$ cat config.mk
export PLATFORM = sky130hd
export DESIGN_NAME = wdt_timer
export DESIGN_NICKNAME = d
export VERILOG_FILES = /design/src/rtl/wdt_pkg.sv /design/src/rtl/wdt_regs.sv /design/src/rtl/wdt_prescaler.sv /design/src/rtl/wdt_counter.sv /design/src/rtl/wdt_timer.sv
export SDC_FILE = /design/constraint.sdc
export NUM_CORES = 1
export LEC_CHECK = 0
export CORE_ASPECT_RATIO = 1.75
export CORE_UTILIZATION = 25
export CTS_CLUSTER_DIAMETER = 40
export DETAILED_ROUTE_END_ITERATION = 12
export MAX_ROUTING_LAYER = met4
export PLACE_DENSITY_LB_ADDON = 0.15
export SYNTH_ARGS = -nofsm -noshare
export SYNTH_HDL_FRONTEND = slang
export SYNTH_SLANG_ARGS = --single-unit
$ cat constraint.sdc
create_clock -name clk -period 3.97 [get_ports clk]
set_clock_uncertainty 0.15 [all_clocks]
set_input_delay 0.794 -clock clk [delete_from_list [all_inputs] [get_ports clk]]
set_output_delay 0.794 -clock clk [all_outputs]
set_load 0.03 [all_outputs]
$ cat src/rtl/wdt_pkg.sv
package wdt_pkg;
  localparam int CNT_W    = 20;
  localparam int RES_W    = 4;
  localparam int BUS_W    = 32;
  localparam int BIT_BUSY = 28;
  localparam int BIT_EN   = 27;
  localparam int BIT_SRST = 26;
  localparam int RES_LSB  = 20;
  localparam logic [RES_W-1:0] RES_RESET = 4'd4;

  typedef struct packed {
    logic             en;
    logic             srst_en;
    logic [RES_W-1:0] res;
    logic [CNT_W-1:0] reload;
  } ctrl_t;
endpackage

$ cat src/rtl/wdt_regs.sv
module wdt_regs
  import wdt_pkg::*;
#(
  parameter int ADDR_W      = 4,
  parameter int LOAD_CYCLES = 4
) (
  input  logic              clk,
  input  logic              rst_n,
  input  logic              req_valid,
  input  logic              req_write,
  input  logic [ADDR_W-1:0] req_addr,
  input  logic [BUS_W-1:0]  req_wdata,
  input  logic [CNT_W-1:0]  count_i,
  output ctrl_t             ctrl_o,
  output logic              busy_o,
  output logic              load_o,
  output logic              rsp_valid,
  output logic [BUS_W-1:0]  rsp_data
);
  localparam int BCNT_W = $clog2(LOAD_CYCLES + 1);
  localparam logic [ADDR_W-1:0] OFS_CTRL  = ADDR_W'(0);
  localparam logic [ADDR_W-1:0] OFS_COUNT = ADDR_W'(4);

  logic [BCNT_W-1:0] bcnt_q;
  logic              ctrl_wr;
  logic [BUS_W-1:0]  rd_mux;

  assign ctrl_wr = req_valid && req_write && (req_addr == OFS_CTRL) && !busy_o;
  assign load_o  = busy_o && (bcnt_q == '0);

  always_ff @(posedge clk or negedge rst_n) begin
    if (!rst_n) begin
      ctrl_o <= '{en: 1'b0, srst_en: 1'b0, res: RES_RESET, reload: '0};
      busy_o <= 1'b0;
      bcnt_q <= '0;
    end else if (ctrl_wr) begin
      ctrl_o.en      <= req_wdata[BIT_EN];
      ctrl_o.srst_en <= req_wdata[BIT_SRST];
      ctrl_o.res     <= req_wdata[RES_LSB +: RES_W];
      ctrl_o.reload  <= req_wdata[CNT_W-1:0];
      busy_o         <= 1'b1;
      bcnt_q         <= BCNT_W'(LOAD_CYCLES - 1);
    end else if (load_o) begin
      busy_o <= 1'b0;
    end else if (busy_o) begin
      bcnt_q <= bcnt_q - 1'b1;
    end
  end

  always_comb begin
    rd_mux = '0;
    if (req_addr == OFS_CTRL) begin
      rd_mux[BIT_BUSY]              = busy_o;
      rd_mux[BIT_EN]                = ctrl_o.en;
      rd_mux[BIT_SRST]              = ctrl_o.srst_en;
      rd_mux[RES_LSB +: RES_W]      = ctrl_o.res;
      rd_mux[CNT_W-1:0]             = ctrl_o.reload;
    end else if (req_addr == OFS_COUNT) begin
      rd_mux[CNT_W-1:0]             = count_i;
    end
  end

  always_ff @(posedge clk or negedge rst_n) begin
    if (!rst_n) begin
      rsp_valid <= 1'b0;
      rsp_data  <= '0;
    end else begin
      rsp_valid <= req_valid && !req_write;
      if (req_valid && !req_write) rsp_data <= rd_mux;
    end
  end
endmodule

$ cat src/rtl/wdt_prescaler.sv
module wdt_prescaler
  import wdt_pkg::*;
#(
  parameter int CYC_PER_SEC = 32768
) (
  input  logic             clk,
  input  logic             rst_n,
  input  logic             run_i,
  input  logic             restart_i,
  input  logic [RES_W-1:0] res_i,
  output logic             tick_o
);
  localparam int NRES = 1 << RES_W;
  localparam int PW   = $clog2(CYC_PER_SEC + 1);

  logic [PW-1:0] per_tab [NRES];
  logic [PW-1:0] period;
  logic [PW-1:0] pcnt_q;

  for (genvar r = 0; r < NRES; r++) begin : g_period
    localparam int SHIFTED = CYC_PER_SEC >> r;
    localparam int PER     = (SHIFTED < 1) ? 1 : SHIFTED;
    assign per_tab[r] = PW'(PER);
  end

  assign period = per_tab[res_i];
  assign tick_o = run_i && (pcnt_q == period - 1'b1);

  always_ff @(posedge clk or negedge rst_n) begin
    if (!rst_n)                     pcnt_q <= '0;
    else if (restart_i || !run_i)   pcnt_q <= '0;
    else if (tick_o)                pcnt_q <= '0;
    else                            pcnt_q <= pcnt_q + 1'b1;
  end
endmodule

$ cat src/rtl/wdt_counter.sv
module wdt_counter
  import wdt_pkg::*;
(
  input  logic             clk,
  input  logic             rst_n,
  input  logic             load_i,
  input  logic [CNT_W-1:0] reload_i,
  input  logic             en_i,
  input  logic             srst_en_i,
  input  logic             tick_i,
  output logic [CNT_W-1:0] count_o,
  output logic             timeout_o,
  output logic             rst_req_o
);
  always_ff @(posedge clk or negedge rst_n) begin
    if (!rst_n) begin
      count_o   <= '0;
      timeout_o <= 1'b0;
      rst_req_o <= 1'b0;
    end else begin
      rst_req_o <= 1'b0;
      if (load_i) begin
        count_o   <= reload_i;
        timeout_o <= 1'b0;
      end else if (tick_i && en_i && !timeout_o) begin
        if (count_o > CNT_W'(1)) begin
          count_o <= count_o - 1'b1;
        end else begin
          count_o   <= '0;
          timeout_o <= 1'b1;
          rst_req_o <= srst_en_i;
        end
      end
    end
  end
endmodule

$ cat src/rtl/wdt_timer.sv
module wdt_timer
  import wdt_pkg::*;
#(
  parameter int ADDR_W      = 4,
  parameter int CYC_PER_SEC = 32768,
  parameter int LOAD_CYCLES = 4
) (
  input  logic              clk,
  input  logic              rst_n,
  input  logic              req_valid,
  input  logic              req_write,
  input  logic [ADDR_W-1:0] req_addr,
  input  logic [31:0]       req_wdata,
  output logic              rsp_valid,
  output logic [31:0]       rsp_data,
  output logic              timeout_o,
  output logic              rst_req_o
);
  ctrl_t            ctrl;
  logic             busy;
  logic             load;
  logic             tick;
  logic [CNT_W-1:0] count;

  wdt_regs #(.ADDR_W(ADDR_W), .LOAD_CYCLES(LOAD_CYCLES)) u_regs (
    .clk(clk), .rst_n(rst_n),
    .req_valid(req_valid), .req_write(req_write),
    .req_addr(req_addr), .req_wdata(req_wdata),
    .count_i(count), .ctrl_o(ctrl), .busy_o(busy), .load_o(load),
    .rsp_valid(rsp_valid), .rsp_data(rsp_data)
  );

  wdt_prescaler #(.CYC_PER_SEC(CYC_PER_SEC)) u_pre (
    .clk(clk), .rst_n(rst_n),
    .run_i(ctrl.en && !busy), .restart_i(load),
    .res_i(ctrl.res), .tick_o(tick)
  );

  wdt_counter u_cnt (
    .clk(clk), .rst_n(rst_n),
    .load_i(load), .reload_i(ctrl.reload),
    .en_i(ctrl.en), .srst_en_i(ctrl.srst_en), .tick_i(tick),
    .count_o(count), .timeout_o(timeout_o), .rst_req_o(rst_req_o)
  );
endmodule

; Word level (Yosys, flattened, before mapping)
; Memories as Yosys holds them, arrays and structs flattened.
; Cells that the tools add are included.
; Widths: inputs -> output; s select.
[classes]
n_mux = 22
n_bitwise = 1
eq_ne = 4
div_mod_pow = 0
addsub = 4
multipliers = 0
reduce_logical = 21
magnitude_cmp = 2
shifts = 0
[op_table]
columns = cell, count
row1 = $mux 20, 5
row2 = $mux 16, 4
row3 = $gt 20x1->1 const B, 1
row4 = $sub 20x1->20 const B, 1
row5 = $add 16x1->16 const B, 1
row6 = $eq 16x16->1, 1
row7 = $sub 16x1->16 const B, 1
row8 = $mux 3, 4
row9 = $logic_and 1x1->1, 9
row10 = $mux 1, 8
row11 = $reduce_bool 2->1, 3
row12 = $ge 5x5->1 const B, 1
row13 = $not 4->5, 1
row14 = $eq 4x3->1 const B, 1
row15 = $logic_not 1->1, 4
row16 = $logic_not 4->1, 1
row17 = $mux 4, 1
row18 = $ne 2x2->1 const B, 2
row19 = $reduce_and 2->1, 2
row20 = $logic_not 3->1, 1
row21 = $sub 3x1->3 const B, 1
row22 = $logic_or 1x1->1, 1
[word_totals]
output_inout_bits = 35
mem_bits_ro = 256
register_bits = 96
latchBits = 0
wordCells = 67
n_memories = 1
mem_bits_rw = 0
[mem_list]
columns = memory, words, word_bits, read_ports, rd_clocked_by_memory_dff, write_ports, line
row1 = (name not given), 16, 16, 1, 0, 0, wdt_prescaler.sv:26  ; assign period = per_tab[res_i];

; Depth between registers and ports, before layout
[depth]
depth_word = 11
depth_mapped = 13

; Modules after synthesis
; From an unflattened synthesis, not the netlist that was laid out.
[unflattened]
hier_cells = 498
hier_area_um2 = 5151.2
[by_module_without_submodules]
columns = mod, seq_area_each_um2, n_inst, area_each_um2, cells_per_inst
row1 = wdt_regs, 1452.6, 1, 2448.6, 186
row2 = wdt_counter, 550.5, 1, 1461.4, 170
row3 = wdt_prescaler, 400.4, 1, 1227.4, 141
row4 = wdt_timer, 0.0, 1, 13.8, 1

; Least setup slack after synthesis
; OpenSTA, ideal clock, no wires.
[synth_path]
path_type = reg2reg
from = reg u_regs.ctrl_o[22] (netlist name)
to = reg u_cnt.count_o[18]
synth_period_minus_slack_ns = 3.434
t_arrival_ns = 3.164
n_path_buf = 2
required_ns = 3.700
path_stages_with_launch = 13
path_slack_ns = 0.536
path_cell_list = dfstp_2 buf_2 and3_4 nand2_1 ha_1 buf_2 nor4b_1 nor2b_1 o21ai_0 a2111oi_4 nand3_2 or4_1 a31o_1
[synth_between]
elab_chain_len = 10
[synth_rtl]
columns = element, line
row1 = start: declaration, wdt_regs.sv:14  ; output ctrl_t ctrl_o,
row2 = start signal: assignment, wdt_regs.sv:33  ; ctrl_o <= '{en: 1'b0, srst_en: 1'b0, res: RES_RESET, reload: '0};
row3 = $not 4->5 (implied by the code), wdt_prescaler.sv:26
row4 = $mem_v2 16x16, n/a
row5 = $mux 16 (implied by the code) (2 in series), wdt_prescaler.sv:26
row6 = $sub 16x1->16, wdt_prescaler.sv:27  ; assign tick_o = run_i && (pcnt_q == period - 1'b1);
row7 = $eq 16x16->1, wdt_prescaler.sv:27
row8 = $logic_and 1x1->1, wdt_prescaler.sv:27
row9 = $logic_and 1x1->1 (2 in series), wdt_counter.sv:25  ; end else if (tick_i && en_i && !timeout_o) begin
row10 = $reduce_bool 2->1 (no source line), n/a
row11 = end signal: assignment, wdt_counter.sv:23  ; count_o <= reload_i;
row12 = end signal: assignment, wdt_counter.sv:27  ; count_o <= count_o - 1'b1;
row13 = end: declaration, wdt_counter.sv:11  ; output logic [CNT_W-1:0] count_o,
; No other way between the ends. The select of a mux whose other input is x is not followed.
; A chain may end at the register's enable or synchronous reset.

; Final worst setup path
[layout_path]
from = reg u_regs.ctrl_o[22] (netlist name)
to = reg u_cnt.count_o[17]
; The elaborated chain is that of the path after synthesis.

==> metrics <==
layout cells sized above 1=0.0864; Post-Syn Instances=between 500 and 600; Fin. Hold Viols=0; endpoint class of the critical path=flop; worst hold stages=2; first-pass GRT wire length=24600 um; fin crit period=3.40 ns; slew margin rel.=0.303; Synth area leaders=dfrtp_1 47%, nand2_1 11%, o21ai_0 4.1%; GR Util All Layers=0.163; boundary pin count=75; Row Count=68; core area=about 0.02 sq mm; most frequent cells in the layout=153 x nand2_1, 95 x dfrtp_1, 62 x clkdlybuf4s50_1; Non-Filler Instances=roughly 890; CTS tree=done; WP data required=about 4.1 ns; vias in the first global route=approximately 4600; iteration-0 DRC count of the detailed router=between 150 and 200; crit-path cells=and3_4, nand2_1, ha_1, nor4b_1, nor2b_1, o21ai_0, a2111oi_4, nand3_1, buf_4, buf_4, o311ai_0, nand3_1; period utilisation layout=0.856; DRC=0; Most used DFF post-synth=dfrtp_1; height of the die=190 um; Slew @ Worst Pin=between 1 and 1.5 ns; Max FO, Critical Path=6; maximum VDD drop=between 0.2 and 0.25 mV; post-cts sizing count=0; largest net degree at the start of global routing=between 70 and 80; Max-Cap Viols=0; reg2reg path depth=12; syn_area_per_cell=between 8 and 9 sq um; Multi-input gate area=~0.0024 sq mm; crit path DAT=around 3.5 ns; # port buffers=63; Max clock buf depth=2; Yosys top cell area share=0.472; DP Wirelength=10900 um; Antenna Cells=0; initial antenna violation count=0; ANT nets after route=0; register area share after synthesis=0.477; Fmax=slightly below 0.3 GHz; Root Buffer=clkbuf_16; initial core utilization=0.255; commonest non-fill, non-tap cell in the layout=nand2_1; Netlist cell types=60; largest area contributor in the netlist=dfrtp_1; Worst-Skew Late Latency=0.36 ns; via density per instance=4.85; slowest CP cell=dfstp_2; final WL=between 15000 and 20000 um; yosys warns=0; Routed wire per std cell=around 17 um; clock sinks=96; crit start category=flop; Slew Limit Fails=0; Syn Std Cell Area=just over 0.005 sq mm; CTS buffer count=9; Clock Pin Slew Worst Setup and Hold Paths=0.07 ns; Pleak=around 2.7 nW; die area=between 0.02 and 0.025 sq mm; Setup Crit Path Kind=reg -> reg; Syn-to-layout area delta=25.2%; setup_tns=0 ns; Nets=a little under 700; Synth Register Bits=between 90 and 100; EDFF count, synth=0; H-tree Lvls=3; post-layout util=0.320; Reg area=between 0.002 and 0.0025 sq mm; slowest stage delay, CP=0.53 ns; total gr overflow=0; Die Width=around 110 um; Post CTS Setup Buffer Count=0; setup violators final=0; number of instances in the placed design=roughly 900; status=complete, no violations; power density over the cells=593 mW/mm^2; RSZ-0062 raised after global routing=no; RePlAce Congestion=about 0.80; Detailed Routing Iterations Pass 1=4; fraction of registers with async set/reset=1.00; Post-CTS Hold Buffers=0; HP Class=reg -> reg; fillers=around 2100; vias after detailed routing=around 4300
## path summary, 6_finish.rpt
path / from / end / slack, ns
worst min-delay path: u_regs.rsp_data[3]$_DFFE_PN0P_ / u_regs.rsp_data[3]$_DFFE_PN0P_ / 0.33
worst max-delay path: u_regs.ctrl_o[22]$_DFFE_PN1P_ / u_cnt.count_o[17]$_DFFE_PN0P_ / 0.57
worst min register to register: u_regs.rsp_data[3]$_DFFE_PN0P_ / u_regs.rsp_data[3]$_DFFE_PN0P_ / 0.33
worst max register to register: u_regs.ctrl_o[22]$_DFFE_PN1P_ / u_cnt.count_o[17]$_DFFE_PN0P_ / 0.57
min in group asynchronous: rst_n / u_pre.pcnt_q[10]$_DFF_PN0_ / 0.42
max in group asynchronous: rst_n / u_regs.rsp_data[7]$_DFFE_PN0P_ / 2.34
## layer usage
metal  track usage  share of wire
met1         0.169           0.37
met3        0.0233          0.024
met5             -              0
met4        0.0795          0.034
met2         0.293           0.57
## cell usage after synthesis (all sizes together), types with 2 or more instances
cell type and count:
clkbuf 25, o21a 2, nor2b 2, a221o 2, inv 13, buf 15
a31oi 8, nor4 6, a22oi 20, nand4b 3, xnor2 18, a21oi 11
xor2 6, nand3 20, and3 8, or3 13, a211oi 3, nand3b 2
a21bo 2, a31o 2, ha 6, nand2 153, mux2i 2, nand4 6
nor4b 2, nor2 37, o31ai 4, nor3 10, o311ai 3, or4 2
nand2b 6, a21o 2, a211o 5, o211ai 9, dfrtp 95, o21ai 41
## final cells by class
class                           count  area share
Inverter                           13     0.00773
Tap cell                          245      0.0486
Clock buffer                       10      0.0379
Sequential cell                    96       0.381
Clock inverter                      6     0.00912
Timing Repair Buffer               89       0.130
Multi-Input combinational cell    434       0.385
## critical path: cells and delay by family (launching register included)
kind | cells | cell delay (ns)
simple gates | 6 | 1.09
compound gates | 3 | 0.91
flops | 1 | 0.53
buf+inv | 2 | 0.33
fa+ha+maj | 1 | 0.25
## logic make-up (layout without fill, tap and decap cells)
family | after synthesis | count (layout) | share of synthesized area
multiplexers | 2 | 2 | 0.00397
flip-flops | 96 | 96 | 0.477
other | 1 | 5 | 0.000744
XOR/XNOR | 24 | 24 | 0.0417
adder cells (fa/ha/maj) | 6 | 6 | 0.0149
AO/OA/AOI/OAI | 120 | 120 | 0.163
AND/OR/NAND/NOR | 277 | 277 | 0.252
buffers and inverters | 53 | 118 | 0.0467
## power breakdown
group / total (W) / internal, W / leakage (nW) / switching (W)
clock network: 0.000895 / 0.000460 / 0.148 / 0.000434
logic: 0.00145 / 0.000568 / 1.29 / 0.000886
registers: 0.00140 / 0.00117 / 1.30 / 0.000223
total: 0.00374 / 0.00220 / 2.73 / 0.00154
## registers in the layout, indices dropped and copies added, names as in the netlist
register	flops
u_regs.rsp_valid	1
u_regs.busy_o	1
u_regs.ctrl_o	26
u_cnt.timeout_o	1
u_cnt.rst_req_o	1
u_regs.bcnt_q	3
u_regs.rsp_data	27
u_cnt.count_o	20
u_pre.pcnt_q	16
## per-stage QoR
stage | hold slack (ns) | cell area, sq um | power [W] | worst slack [ns]
finish | 0.332 | 6310 | 0.00374 | 0.572
global route | 0.364 | 6310 | 0.00406 | 0.259
CTS | 0.341 | 6310 | 0.00379 | 0.525
detailed placement | 0.324 | 6010 | 0.00287 | 0.570
global placement | 0.316 | 6010 | 0.00285 | 0.613
floorplan | 0.309 | 5050 | 0.00241 | 0.536
Note: power is estimated with default switching activity, not from simulation.
